<file path="src/rtl/rx_phase_trainer_pkg.sv">
package rx_phase_trainer_pkg;
    localparam int PRBS_LEN = 7;

    typedef enum logic [2:0] {
        ST_IDLE,
        ST_SETTLE,
        ST_SEED,
        ST_DWELL,
        ST_EVAL,
        ST_FINISH,
        ST_DONE
    } trn_state_e;
endpackage

</file>
<file path="src/rtl/rx_prbs7_check.sv">
module rx_prbs7_check
    import rx_phase_trainer_pkg::*;
(
    input  logic clk,
    input  logic rst_n,
    input  logic clear_i,
    input  logic seed_i,
    input  logic check_i,
    input  logic bit_i,
    output logic err_o
);
    typedef struct packed {
        logic [PRBS_LEN-1:0] sr;
        logic                err;
    } chk_t;

    chk_t q, d;
    logic predicted;

    always_comb begin
        d = q;
        predicted = q.sr[PRBS_LEN-1] ^ q.sr[PRBS_LEN-2];
        if (clear_i) begin
            d = '0;
        end else if (seed_i) begin
            d.sr = {q.sr[PRBS_LEN-2:0], bit_i};
        end else if (check_i) begin
            d.sr = {q.sr[PRBS_LEN-2:0], bit_i};
            if (bit_i != predicted) d.err = 1'b1;
        end
    end

    always_ff @(posedge clk or negedge rst_n) begin
        if (!rst_n) q <= '0;
        else        q <= d;
    end

    assign err_o = q.err;

    AST_ERR_STICKY: assert property (@(posedge clk) disable iff (!rst_n)
        (q.err && !clear_i) |=> q.err);
endmodule

</file>
<file path="src/rtl/rx_eye_window.sv">
module rx_eye_window #(
    parameter int TAP_W = 6
) (
    input  logic             clk,
    input  logic             rst_n,
    input  logic             clear_i,
    input  logic             eval_i,
    input  logic             clean_i,
    input  logic [TAP_W-1:0] tap_i,
    output logic             found_o,
    output logic [TAP_W-1:0] left_o,
    output logic [TAP_W-1:0] right_o
);
    typedef struct packed {
        logic             found;
        logic             closed;
        logic [TAP_W-1:0] left;
        logic [TAP_W-1:0] right;
    } eye_t;

    eye_t q, d;

    always_comb begin
        d = q;
        if (clear_i) begin
            d = '0;
        end else if (eval_i) begin
            if (clean_i) begin
                if (!q.found) begin
                    d.found = 1'b1;
                    d.left  = tap_i;
                    d.right = tap_i;
                end else if (!q.closed) begin
                    d.right = tap_i;
                end
            end else if (q.found) begin
                d.closed = 1'b1;
            end
        end
    end

    always_ff @(posedge clk or negedge rst_n) begin
        if (!rst_n) q <= '0;
        else        q <= d;
    end

    assign found_o = q.found;
    assign left_o  = q.left;
    assign right_o = q.right;

    AST_LEFT_NOT_PAST_RIGHT: assert property (@(posedge clk) disable iff (!rst_n)
        q.found |-> (q.left <= q.right));
    AST_EDGES_FROZEN_AFTER_CLOSE: assert property (@(posedge clk) disable iff (!rst_n)
        (q.closed && !clear_i) |=> ($stable(q.left) && $stable(q.right)));
endmodule

</file>
<file path="src/rtl/rx_phase_trainer.sv">
module rx_phase_trainer
    import rx_phase_trainer_pkg::*;
#(
    parameter int TAP_W = 6,
    parameter int CNT_W = 16
) (
    input  logic             clk,
    input  logic             rst_n,
    input  logic             start_i,
    input  logic [CNT_W-1:0] settle_i,
    input  logic [CNT_W-1:0] dwell_i,
    input  logic             rx_bit_i,
    output logic             prbs_req_o,
    output logic [TAP_W-1:0] delay_code_o,
    output logic             done_o,
    output logic             fail_o
);
    localparam logic [TAP_W-1:0] LAST_TAP = {TAP_W{1'b1}};
    localparam logic [CNT_W-1:0] SEED_END = CNT_W'(PRBS_LEN - 1);

    typedef struct packed {
        trn_state_e       st;
        logic [TAP_W-1:0] tap;
        logic [CNT_W-1:0] cnt;
        logic [TAP_W-1:0] delay;
        logic             done;
        logic             fail;
        logic             req;
    } fsm_t;

    fsm_t q, d;

    logic             accept;
    logic             tap_err;
    logic             eye_found;
    logic [TAP_W-1:0] eye_left;
    logic [TAP_W-1:0] eye_right;
    logic [TAP_W:0]   edge_sum;
    logic [CNT_W:0]   dwell_next;

    assign accept     = start_i && ((q.st == ST_IDLE) || (q.st == ST_DONE));
    assign edge_sum   = {1'b0, eye_left} + {1'b0, eye_right};
    assign dwell_next = {1'b0, q.cnt} + (CNT_W+1)'(1);

    rx_prbs7_check u_check (
        .clk     (clk),
        .rst_n   (rst_n),
        .clear_i (q.st == ST_SETTLE),
        .seed_i  (q.st == ST_SEED),
        .check_i (q.st == ST_DWELL),
        .bit_i   (rx_bit_i),
        .err_o   (tap_err)
    );

    rx_eye_window #(.TAP_W(TAP_W)) u_eye (
        .clk     (clk),
        .rst_n   (rst_n),
        .clear_i (accept),
        .eval_i  (q.st == ST_EVAL),
        .clean_i (!tap_err),
        .tap_i   (q.tap),
        .found_o (eye_found),
        .left_o  (eye_left),
        .right_o (eye_right)
    );

    always_comb begin
        d = q;
        if (accept) begin
            d.st    = ST_SETTLE;
            d.tap   = '0;
            d.cnt   = '0;
            d.delay = '0;
            d.done  = 1'b0;
            d.fail  = 1'b0;
            d.req   = 1'b1;
        end else begin
            case (q.st)
                ST_SETTLE: begin
                    if (q.cnt == settle_i) begin
                        d.st  = ST_SEED;
                        d.cnt = '0;
                    end else begin
                        d.cnt = q.cnt + CNT_W'(1);
                    end
                end
                ST_SEED: begin
                    if (q.cnt == SEED_END) begin
                        d.st  = ST_DWELL;
                        d.cnt = '0;
                    end else begin
                        d.cnt = q.cnt + CNT_W'(1);
                    end
                end
                ST_DWELL: begin
                    if (dwell_next >= {1'b0, dwell_i}) begin
                        d.st  = ST_EVAL;
                        d.cnt = '0;
                    end else begin
                        d.cnt = q.cnt + CNT_W'(1);
                    end
                end
                ST_EVAL: begin
                    if ((q.tap == LAST_TAP) || (eye_found && tap_err)) begin
                        d.st = ST_FINISH;
                    end else begin
                        d.st    = ST_SETTLE;
                        d.tap   = q.tap + TAP_W'(1);
                        d.delay = q.tap + TAP_W'(1);
                    end
                end
                ST_FINISH: begin
                    d.st   = ST_DONE;
                    d.done = 1'b1;
                    d.req  = 1'b0;
                    if (eye_found) begin
                        d.delay = edge_sum[TAP_W:1];
                        d.fail  = 1'b0;
                    end else begin
                        d.delay = '0;
                        d.fail  = 1'b1;
                    end
                end
                default: ;
            endcase
        end
    end

    always_ff @(posedge clk or negedge rst_n) begin
        if (!rst_n) q <= '{st: ST_IDLE, default: '0};
        else        q <= d;
    end

    assign prbs_req_o   = q.req;
    assign delay_code_o = q.delay;
    assign done_o       = q.done;
    assign fail_o       = q.fail;

    AST_FAIL_PARKS_AT_ZERO: assert property (@(posedge clk) disable iff (!rst_n)
        fail_o |-> (done_o && delay_code_o == '0));
    AST_REQ_LOW_WHEN_DONE: assert property (@(posedge clk) disable iff (!rst_n)
        done_o |-> !prbs_req_o);
    AST_SWEEP_UPWARD: assert property (@(posedge clk) disable iff (!rst_n)
        (prbs_req_o && $past(prbs_req_o) && !done_o && !$past(done_o))
            |-> (delay_code_o >= $past(delay_code_o)));
    AST_BUSY_START_IGNORED: assert property (@(posedge clk) disable iff (!rst_n)
        (start_i && prbs_req_o && q.st != ST_FINISH && delay_code_o != '0)
            |=> (delay_code_o != '0));
endmodule

</file>
<file path="config.mk">
export PLATFORM = sky130hd
export DESIGN_NAME = rx_phase_trainer
export DESIGN_NICKNAME = d
export VERILOG_FILES = /design/src/rtl/rx_phase_trainer_pkg.sv /design/src/rtl/rx_prbs7_check.sv /design/src/rtl/rx_eye_window.sv /design/src/rtl/rx_phase_trainer.sv
export SDC_FILE = /design/constraint.sdc
export NUM_CORES = 1
export LEC_CHECK = 0
export BUFFER_PORTS_ARGS = -buffer_cell sky130_fd_sc_hd__buf_2
export CORE_ASPECT_RATIO = 1.75
export CORE_MARGIN = 2
export CORE_UTILIZATION = 40
export DETAILED_ROUTE_END_ITERATION = 12
export GPL_TIMING_DRIVEN = 0
export MAX_ROUTING_LAYER = met4
export PLACE_DENSITY = 0.58
export RECOVER_POWER = 25
export SETUP_SLACK_MARGIN = 0.05
export SYNTH_ARGS = -nofsm -noshare
export SYNTH_HDL_FRONTEND = slang
export SYNTH_SLANG_ARGS = --single-unit
export TNS_END_PERCENT = 30
</file>
<file path="constraint.sdc">
create_clock -name clk -period 7.24 [get_ports clk]
set_input_delay 1.086 -clock clk [delete_from_list [all_inputs] [get_ports clk]]
set_output_delay 1.086 -clock clk [all_outputs]
set_load 0.005 [all_outputs]
</file>
Yosys cells after proc, flatten, opt, wreduce, memory -nomap -nowiden
Index checks and enable logic that the tools add are counted.

cells by class
  add/sub/neg operators = 4
  $lt $le $gt $ge = 1
  equal/unequal tests = 19
  multiplexer cells = 30
  bitwise logic cells = 1
  reduce and logical (&&, ||, !) cells = 23

operator list
  cell                                                  count
  2-to-1 mux 16 bit                                     3
  one-hot mux 16 bit (3 select lines)                   1
  2-to-1 mux 6 bit                                      6
  2-to-1 mux 34 bit                                     1
  2-to-1 mux 14 bit                                     2
  adder 16 x 1 -> 17 bit, second input constant         1
  >= comparator 17 x 16 -> 1 bit                        1
  adder 16 x 1 -> 16 bit, second input constant         1
  equality test 16 bit                                  1
  equality test 16 x 3 -> 1 bit, second input constant  1
  2-to-1 mux 8 bit                                      2
  2-to-1 mux 3 bit                                      5
  inequality test 3 bit, second input constant          5
  one-hot mux 3 bit (5 select lines)                    1
  2-to-1 mux 12 bit                                     1
  one-hot mux 6 bit (2 select lines)                    1
  AND reduction 3 bit                                   4
  nonzero test 2 bit                                    6
  equality test 3 bit, second input constant            3
  adder 6 x 6 -> 7 bit                                  1
  2-to-1 mux 7 bit                                      1
  adder 6 x 1 -> 6 bit, second input constant           1
  equality test 3 x 2 -> 1 bit, second input constant   2
  equality test 6 bit, second input constant            1
  14 further kinds                                      26

word-level totals
  bits in registers = 56
  input bits = 36
  output and inout port bits = 9
  logic and storage cells = 91

Longest topological paths before layout
Gate-level depths: netlist (run 1).

  depth in word-level cells = 6
  mapped depth = 17
  depth with buffers taken out = 15

Cells and area by module
From an unflattened synthesis (run 1), not the netlist that was laid out.

unflattened totals
  cells, all modules = 444
  area, all modules = 3955.0 µm²

modules (own cells, without submodules)
  module            instances  cells an instance  area each (µm²)  seq. area each (µm²)
  rx_phase_trainer  1          340                2891.5           850.8
  rx_eye_window     1          69                 719.4            350.3
  rx_prbs7_check    1          35                 344.1            200.2

Least setup slack after synthesis (run 1)
Ideal clock, no wire load.

  path kind = register to register
  start = register q[9] (netlist name)
  end = register q[32] (netlist name)
  library setup time = 123 ps
  arrival time = 3016 ps
  required time = 7117 ps
  setup slack = 4101 ps
  cell stages (with the launch flop) = 14
  path buffers = 0
  clock period less this slack = 3139 ps
  cell sequence = dfrtp_1 ha_1 and3_2 nand4_4 nor2_1 xor2_1 ha_1 nand4_1 or4_1 a31oi_1 a211oi_2 o21bai_4 or2_0 o221a_1

on the way
  word-level cells in the longest chain between the ends = 4
  elaborated cells on any way between the ends = 8
  those cells by class = add/sub: 1; order compare: 1; eq/ne: 5; reduce/logical: 1

RTL lines
  item                             RTL line                 source
  start: declaration               rx_phase_trainer.sv:31   fsm_t q, d;
  start signal: assignment         rx_phase_trainer.sv:130  if (!rst_n) q <= '{st: ST_IDLE, default: '0};
  start signal: assignment         rx_phase_trainer.sv:131  else q <= d;
  adder 16 x 1 -> 17 bit           rx_phase_trainer.sv:43   assign dwell_next = {1'b0, q.cnt} + (CNT_W+1)'(1);
  >= comparator 17 x 16 -> 1 bit   rx_phase_trainer.sv:96   if (dwell_next >= {1'b0, dwell_i}) begin
  inequality test 3 bit (no line)  --
  AND reduction 4 bit (no line) *  --

Every way passes the cells marked *; elsewhere a longest branch is shown, timed or not.
A chain may end at the register's enable or synchronous reset.

Worst setup path in the final report (run 1)
  start = register q[9] (netlist name)
  end = register q[16] (netlist name)

on the way
  word-level cells in the longest chain between the ends = 5
  elaborated cells on any way between the ends = 10
  those cells by class = add/sub: 2; order compare: 1; eq/ne: 2; mux: 5

RTL lines
  item                                   RTL line                source
  adder 16 x 1 -> 17 bit                 rx_phase_trainer.sv:43
  >= comparator 17 x 16 -> 1 bit         rx_phase_trainer.sv:96
  2-to-1 mux 16 bit                      rx_phase_trainer.sv:96
  one-hot mux 16 bit (3 select lines) *  rx_phase_trainer.sv:78  case (q.st)
  2-to-1 mux 34 bit *                    rx_phase_trainer.sv:69  if (accept) begin

Marked as above.

==> results of run 1 <==
-- final cells by class --
cell class | count | area share [%]
well taps | 122 | 3.55
repair buffers | 44 | 5.06
clock buffers | 5 | 2.91
multi-input cells | 317 | 48.8
plain buffers | 26 | 3.93
flip-flops and latches | 56 | 32.6
inverters | 31 | 2.70
clock inverters | 3 | 0.523
-- kinds of logic (layout without fill, tap and decap cells) --
| family | after synthesis | count (layout) | share of synthesized area [%] |
|---|---|---|---|
| AND/OR/NAND/NOR | 162 | 162 | 20.9 |
| AO/OA/AOI/OAI | 80 | 80 | 14.0 |
| buffers and inverters | 57 | 109 | 7.54 |
| flip-flops | 56 | 56 | 37.0 |
| XOR/XNOR | 36 | 36 | 8.33 |
| adder cells (fa/ha/maj) | 26 | 26 | 8.79 |
| multiplexers | 13 | 13 | 3.44 |
-- sequential cells by signal, indices dropped and copies added, names as in the netlist --
register / cells
u_check.q: 7
u_eye.q: 1
prbs_req_o: 1
u_eye.left_o: 6
u_check.err_o: 1
u_eye.right_o: 6
u_eye.found_o: 1
delay_code_o: 6
q: 25
done_o: 1
fail_o: 1
-- worst max-delay path, cell delays in order (launching register included) --
cell	delay (ns)
dfrtp_1	0.52
and3_1	0.20
nand3_1	0.14
nor2_1	0.32
nand3_1	0.16
xnor2_1	0.18
ha_1	0.32
nand4_1	0.21
or4_1	0.64
a31oi_1	0.26
a211oi_2	0.09
o21ai_2	0.35
buf_2	0.30
a21oi_1	0.07
a21o_1	0.15
-- cells in the final DEF (no fill, tap or decap), types with 5 or more instances in the layout --
cell and n:
ha_1 25, clkbuf_1 9, nand3_1 18, clkbuf_16 5, buf_2 50, nand4_1 9, o21ai_0 26, inv_1 31
a31oi_1 6, mux2i_1 13, buf_4 7, nand2b_1 11, dfrtp_1 56, a21oi_1 17, xnor2_1 31, xor2_1 5
a21o_1 7, nand2_1 60, nor2_1 38
-- per-stage QoR --
step	std cells	setup WS (ns)	util, %	hold slack (ns)	power [mW]
floorplan	430	4.10	-	0.442	0.767
global placement	596	3.28	44.5	0.458	0.900
detailed placement	596	3.26	44.5	0.458	0.918
CTS	604	3.24	46.0	0.478	1.17
global route	604	2.99	46.0	0.512	1.25
finish	604	3.22	46.0	0.476	1.16
-- synth_stat cells, drive strengths merged (2+ instances only) --
cell,instances,area [um^2]
nor3,4,25.0
clkbuf,9,53.8
nand2,60,225
xnor2,31,272
dfrtp,56,1400
nand4,10,77.6
nor2,39,149
nand2b,12,82.6
a21o,7,52.6
and2,2,12.5
a211oi,4,35.0
nand3,18,90.1
or3,2,13.8
ha,25,313
o21bai,3,33.8
xor2,5,43.8
inv,31,116
a31o,3,26.3
a31oi,6,37.5
o21ai,28,144
buf,17,115
o211ai,2,15.0
or2,3,18.8
a21oi,17,85.1
and3,4,26.3
mux2i,13,130
nor4,4,37.5
-- power breakdown --
part | internal [mW] | switching, mW | total (mW)
combinational | 0.201 | 0.289 | 0.489
sequential | 0.369 | 0.0470 | 0.416
clock | 0.130 | 0.121 | 0.251
total | 0.700 | 0.457 | 1.16
-- per-layer routing --
layer  track usage, %  up-vias  routed length, um
li1                 -     1555                  -
met1             19.7     1529               3390
met2             37.0       77               5160
met3             2.59       14                304
met4             5.85        0                199
met5                -        -                  0
-- path summary, 6_finish.rpt --
kind / cells after the start / to / from
max in group asynchronous: 1 / u_eye.right_o[3] / rst_n
min reg2reg: 2 / prbs_req_o / prbs_req_o
min in group asynchronous: 1 / u_eye.left_o[1] / rst_n
min: 2 / prbs_req_o / prbs_req_o
max reg2reg: 14 / q[16] / q[9]
max: 14 / q[16] / q[9]
==> metrics, run 1 <==
Die ar.=10300 um^2; Final min period=4.02 ns; sequential-to-total area share from yosys stat=37.0%; Slew HR=-109%; antenna-violating nets left=0; Main synth FF type=dfrtp_1; Die W=around 78 um; routed vias/inst=5.26; EDFF count, synth=0; vias in the first global route=about 3.2k; wire length per cell=between 10 and 15 um; Area growth, synth to finish=13.7%; antenna fix cells=0; final cycle utilization of the critical path=between 50% and 60%; H-tree levels=2; I/O Buffers=44; clock latency on the worst-skew pair=around 0.3 ns; Post-CTS Repair Setup Buffers=0; TritonCTS Buffers=5; Worst Hold Class=flop to flop; hold-fix buffers at CTS=0; Post-Route WL=~9100 um; Final Hold Viols=0; kind of critical path=flop to flop; DRC=0; fill cell count=a little over 900; Seq. cell area=between 1000 and 1500 um^2; Die Height=between 100 and 150 um; max cap viols=1; GRT Overall Usage=approximately a fifth; Multi-input gate area=about 2100 um^2; CP Launch Type=flop; Slew @ Worst Pin=~3.1 ns; # IOs=between 40 and 50; Reg clk slew, reported paths=about 0.080 ns; vias=around 3.2k; Peak VDD IR=0.000131 V; Synth cell types=57; Post-Syn Area=around 3800 um^2; number of synthesized register bits=56; TritonCTS clock tree=yes; static leakage=2.17 nW; Post-Syn Area per Cell=a little under 9 um^2; maximum achievable frequency=approximately 0.25 GHz; Arrival @ worst endpoint=4.22 ns; first-pass GRT wire length=approximately 15000 um; synth warn=0; outcome=finished, violations left; Starting DRT DRC Count=between 100 and 150; hpwl dp=a little over 7000 um; RSZ-0062 raised after global routing=no; failing checks=max-capacitance violations, max-slew violations; reg-to-reg slack, setup=between 3 and 4 ns; drt pass-1 iters=4; cell count after synthesis=430; Initial Util=40.5%; Core ar.=9350 um^2; RePlAce Congestion=between 0.8 and 0.9; Slew Limit Fails=57; initial antenna violation count=0; worst endpoint required time=roughly 7.4 ns; fin area=approximately 4300 um^2; CP endpoint kind=flop; largest net degree at the start of global routing=between 50 and 60; CTS Sinks=56; # rows=47; nets=543; total negative slack=0 ns; placed cell area=4160 um^2; Bufs on Longest Clock Path=2; share of cells above drive strength 1=18.3%; total gr overflow=0; final setup fails=0; Post-Syn Nets=about 490; # resized after CTS=0; PwrDens=~270 nW/um^2; Async SR Flop Fraction=100%; worst clock skew=~0.0079 ns; Clock Tree Root=clkbuf_16; worst-path maximum fanout=10
Power figures use the tool's default switching activity.
==> inputs of run 2 (changes only) <==
Settings changed: PLACE_DENSITY 0.58 to 0.61.
Clock period 7.24 ns to 3.65 ns, I/O delays scaled along.
==> metrics, run 2 (synthesis gave the netlist of run 1 again) <==
Starting DRT DRC Count=approximately 120; CP max stage delay=0.62 ns; share of cells above drive strength 1=between 20% and 30%; biggest regs=q: 25 flops, u_check.q: 7 flops; Bufs on Longest Clock Path=2; TritonCTS clock tree=yes; Gate power share=around 43%; kind of critical path=flop to flop; Post-Route WL=roughly 9000 um; final setup fails=0; CP cell instances=ha_1 -> and3_2 -> nand4_4 -> nor2_2 -> xor2_1 -> ha_1 -> nand4_1 -> or4_4 -> a31oi_2 -> a211oi_2 -> o21bai_4 -> or2_0 -> o221a_1; max cap viols=0; Final Hold Viols=0; P_int=~1.4 mW; max reg flops=25; commonest cells after routing, fill and taps aside=60 x nand2_1, 54 x dfrtp_1, 50 x buf_2, 35 x nor2_1; Final min period=between 3 and 4 ns; most numerous cell on the critical path=ha_1; # rows=47; largest net degree at the start of global routing=57; Arrival @ worst endpoint=about 3.8 ns; TritonCTS Buffers=5; DP Worst Slack=-0.262 ns; vias=between 3k and 4k; Slew Limit Fails=0; worst endpoint required time=around 3.8 ns; I/O Buffers=between 40 and 50; clock share of power=a little over a fifth; Clock Tree Root=clkbuf_16; # IOs=45; Final Core Density=between 40% and 50%; Die Height=~130 um; drt pass-1 iters=4; Slew HR=under 10%; worst clock skew=between 0.008 and 0.009 ns; PwrDens=533 nW/um^2; maximum achievable frequency=~0.28 GHz; worst-path maximum fanout=6; hpwl dp=7040 um; routed vias/inst=5.07; CTS Sinks=56; delay-heaviest family, CP=simple AND/OR/NAND/NOR gates; GRT Overall Usage=between 10% and 20%; Seq pwr share=35.1%; Die ar.=between 10000 and 15000 um^2; RSZ-0062 raised after global routing=no; first-pass GRT wire length=between 10000 and 15000 um; clock latency on the worst-skew pair=approximately 0.3 ns; RePlAce Congestion=between 0.9 and 1; vias in the first global route=~3k; most flop-heavy register=q; commonest non-fill, non-tap cell in the layout=nand2_1; H-tree levels=2; total gr overflow=0; Initial Util=40.5%; wire length per cell=14.7 um; Reg clk slew, reported paths=approximately 0.07 ns; initial antenna violation count=0; Worst Hold Class=flop to flop; static leakage=roughly 2.2 nW; PnR worst setup slack=~0.079 ns; CP bufs+invs=0; Core ar.=a little over 9000 um^2; P_sw=about 0.9 mW; Slew @ Worst Pin=between 1 and 1.5 ns; CP Launch Type=flop; Die W=77.5 um; nets=549; sw frac=about two fifths; Hold WS=0.477 ns; antenna-violating nets left=0; Peak VDD IR=around 0.00037 V; outcome=finished, final reports clean; CP endpoint kind=flop; hold-fix buffers at CTS=0; final cycle utilization of the critical path=around 98%; Area growth, synth to finish=15.9%; DRC=0; antenna fix cells=0; CP max stage cell=or4_4
[run 2: changes by cell type in the layout (fill, tap and decap cells not counted), moves of 2 or more]
| cell | previous run | this run |
|---|---|---|
| buf_4 | 7 | 14 |
| nor2_1 | 38 | 35 |
| dfrtp_2 | 0 | 2 |
| dfrtp_1 | 56 | 54 |
| nor2_2 | 1 | 3 |
[run 2: repair_timing]
item                                    in CTS  in global routing
endpoints found under the setup margin      18                  8
endpoints found under the hold margin        0                  0
buffers inserted                             3                  3
resized for setup                            6                  4
pin swaps                                    4                  2
[run 2: cell type report]
cell class	instances	area (um^2)
clock inverters	1	7.51
plain buffers	26	171
inverters	31	116
flip-flops and latches	56	1400
clock buffers	7	143
well taps	122	153
multi-input cells	317	2130
repair buffers	50	265
fillers	935	4960
[run 2: power by group through the flow]
stage / registers, mW / logic, mW / clock network, mW
5_1_grt: 0.836 / 1.12 / 0.537
3_5_place_dp: 0.838 / 0.964 / 0
4_1_cts: 0.822 / 1.01 / 0.514
3_3_place_gp: 0.833 / 0.947 / 0
2_1_floorplan: 0.812 / 0.709 / 0
6_report: 0.822 / 1.01 / 0.510
[run 2: final timing paths]
| check | slack [ns] | depth (start not counted) | startpoint | to |
|---|---|---|---|---|
| min in group asynchronous | 0.59 | 1 | rst_n | u_eye.right_o[0] |
| max reg2reg | 0.08 | 13 | q[10] | q[32] |
| min | 0.48 | 2 | prbs_req_o | prbs_req_o |
| max | 0.08 | 13 | q[10] | q[32] |
| min reg2reg | 0.48 | 2 | prbs_req_o | prbs_req_o |
| max in group asynchronous | 2.08 | 1 | rst_n | q[10] |
[run 2: worst register-to-register path: cells and delay by family, from the launching register on]
kind | cells | cell delay (ns)
DFF | 1 | 0.45
adders and majority gates | 2 | 0.52
and+or+nand+nor | 6 | 1.58
AOI/OAI and AO/OA | 4 | 0.74
xor gates and xnor gates | 1 | 0.16
[run 2: layer usage]
| metal | GRT usage (%) | part of all wire, % | vias up |
|---|---|---|---|
| li1 | - | - | 1572 |
| met1 | 19.5 | 38 | 1441 |
| met2 | 34.5 | 56 | 63 |
| met3 | 2.46 | 2.7 | 14 |
| met4 | 7.04 | 3.3 | 0 |
| met5 | - | 0 | - |
[run 2: per-stage QoR]
stage	instance area, um^2	std cells	TNS, ns	power (mW)
floorplan	3780	430	0	1.52
global placement	4160	596	-3.21	1.78
detailed placement	4160	596	-2.26	1.80
CTS	4350	607	0	2.35
global route	4390	610	0	2.50
finish	4390	610	0	2.34
==> inputs of run 3 (changes only) <==
Settings changed: GPL_TIMING_DRIVEN 0 to default.
==> metrics, run 3 (synthesis gave the netlist of run 1 again) <==
worst clock skew=around 0.0085 ns; total gr overflow=0; clock share of power=24.2%; nets=525; reg2reg end=q[32]; antenna fix cells=0; drt pass-1 iters=4; Area growth, synth to finish=11.7%; final setup fails=0; RSZ-0062 raised after global routing=no; vias=between 3k and 4k; Seq pwr share=approximately two fifths; worst endpoint required time=approximately 3.8 ns; Die W=~78 um; # rows=47; Slew @ Worst Pin=around 2.0 ns; CTS Sinks=56; kind of critical path=flop to flop; TritonCTS Buffers=5; Peak VDD IR=0.000288 V; total negative slack=0 ns; P_sw=~0.87 mW; final cycle utilization of the critical path=around 93%; failing checks=max-capacitance violations, max-slew violations; CP endpoint kind=flop; Overall Power=2.29 mW; Bufs on Longest Clock Path=2; H-tree levels=2; P_int=approximately 1.4 mW; commonest non-fill, non-tap cell in the layout=nand2_1; wire length per cell=15.2 um; Slew HR=-30.8%; Gate power share=roughly 37%; reg2reg path depth=13; met3 global-route usage=2.32%; M1 GR Usage=roughly 20%; largest net degree at the start of global routing=35; M2 GR Usage=35.5%; Worst Hold Class=flop to flop; Starting DRT DRC Count=~170; Core ar.=9350 um^2; biggest regs=q: 25 flops, u_check.q: 7 flops; hpwl dp=just under 7000 um; reg-to-reg startpoint=q[9]; static leakage=roughly 2.1 nW; initial antenna violation count=0; Slew Limit Fails=35; Final Hold Viols=0; Die ar.=about 10000 um^2; routed vias/inst=just over 5; Die Height=about 130 um; outcome=finished, violations left; Hold WS=0.479 ns; commonest cells after routing, fill and taps aside=60 x nand2_1, 54 x dfrtp_1, 43 x buf_2, 36 x nor2_1; Reg clk slew, reported paths=0.07 ns; # IOs=between 40 and 50; CP Launch Type=flop; Final min period=about 3.4 ns; Worst Hold Depth=2; RePlAce Congestion=just over 0.9; max reg flops=25; antenna-violating nets left=0; Final Core Density=a little under half; vias in the first global route=~3.2k; global routing's busiest layer=met2; DRC=0; Post-Route WL=between 8000 and 9000 um; most flop-heavy register=q; TritonCTS clock tree=yes; Clock Tree Root=clkbuf_16; hold_sp=prbs_req_o; hold-fix buffers at CTS=0; clock latency on the worst-skew pair=approximately 0.30 ns; max cap viols=1; Arrival @ worst endpoint=roughly 3.6 ns; first-pass GRT wire length=15300 um; GRT Overall Usage=about a fifth; fill cell count=916; PwrDens=541 nW/um^2; sw frac=around two fifths; worst-path maximum fanout=8; WHS Endpoint=prbs_req_o; reg-to-reg slack, setup=0.24 ns; I/O Buffers=44; maximum achievable frequency=0.293 GHz; Initial Util=slightly above 40%; share of cells above drive strength 1=roughly 18%
-- run 3: cell types whose count changed in the layout (fill, tap and decap cells not counted), sizes merged --
cell	previous run	this run
buf	66	51
clkbuf	17	6
bufinv	0	1
clkinv	0	1
-- run 3: timing repair --
action / 4_1_cts / 5_1_grt
gates resized for setup: 0 / 5
endpoints found under the setup margin: 0 / 15
buffers inserted: 0 / 1
-- run 3: critical path, stage by stage (launching register included) --
cell      delay, ns
dfrtp_2        0.45
ha_1           0.23
and3_2         0.25
nand4_4        0.15
nor2_1         0.07
xor2_1         0.16
ha_1           0.31
nand4_1        0.16
or4_1          0.54
a31oi_1        0.21
a211oi_2       0.08
o21bai_4       0.19
or2_0          0.25
o221a_1        0.25
-- run 3: how the worst max path moves through the flow --
| stage | slack [ns] | startpoint | to |
|---|---|---|---|
| after floorplan | 0.51 | q[9] | q[32] |
| after global placement | 0.21 | q[9] | q[32] |
| after detailed placement | 0.11 | q[9] | q[32] |
| after CTS | 0.1 | q[9] | q[32] |
| after global routing | 0.07 | q[9] | q[32] |
| final | 0.24 | q[9] | q[32] |
-- run 3: through the flow --
stage | area [um^2] | worst slack, ns | instances
after detailed placement | 4040 | 0.108 | 577
after CTS | 4210 | 0.0951 | 585
final | 4230 | 0.239 | 586
after global placement | 4040 | 0.213 | 577
after global routing | 4230 | 0.0700 | 586
after floorplan | 3780 | 0.511 | 430
-- run 3: layout make-up --
type | instances | area (um^2) | area share, %
Clock buffer | 5 | 125 | 2.96
Inverter | 31 | 116 | 2.75
Timing Repair Buffer | 52 | 279 | 6.60
Multi-Input combinational cell | 317 | 2110 | 49.9
Tap cell | 122 | 153 | 3.61
Clock inverter | 3 | 42.5 | 1.01
Sequential cell | 56 | 1400 | 33.2
-- run 3: per-layer routing --
| layer | up-vias | part of all wire [%] |
|---|---|---|
| met1 | 1445 | 40 |
| met4 | 0 | 2.2 |
| met2 | 56 | 55 |
| met3 | 18 | 2.9 |
| met5 | - | 0 |
| li1 | 1524 | - |
-- run 3: power by group through the flow --
| stage | Sequential [mW] | Combinational (mW) | Clock (mW) |
|---|---|---|---|
| after global placement | 0.891 | 0.834 | 0 |
| after floorplan | 0.812 | 0.709 | 0 |
| after CTS | 0.885 | 0.856 | 0.568 |
| final | 0.888 | 0.847 | 0.553 |
| after detailed placement | 0.897 | 0.852 | 0 |
| after global routing | 0.912 | 0.952 | 0.594 |
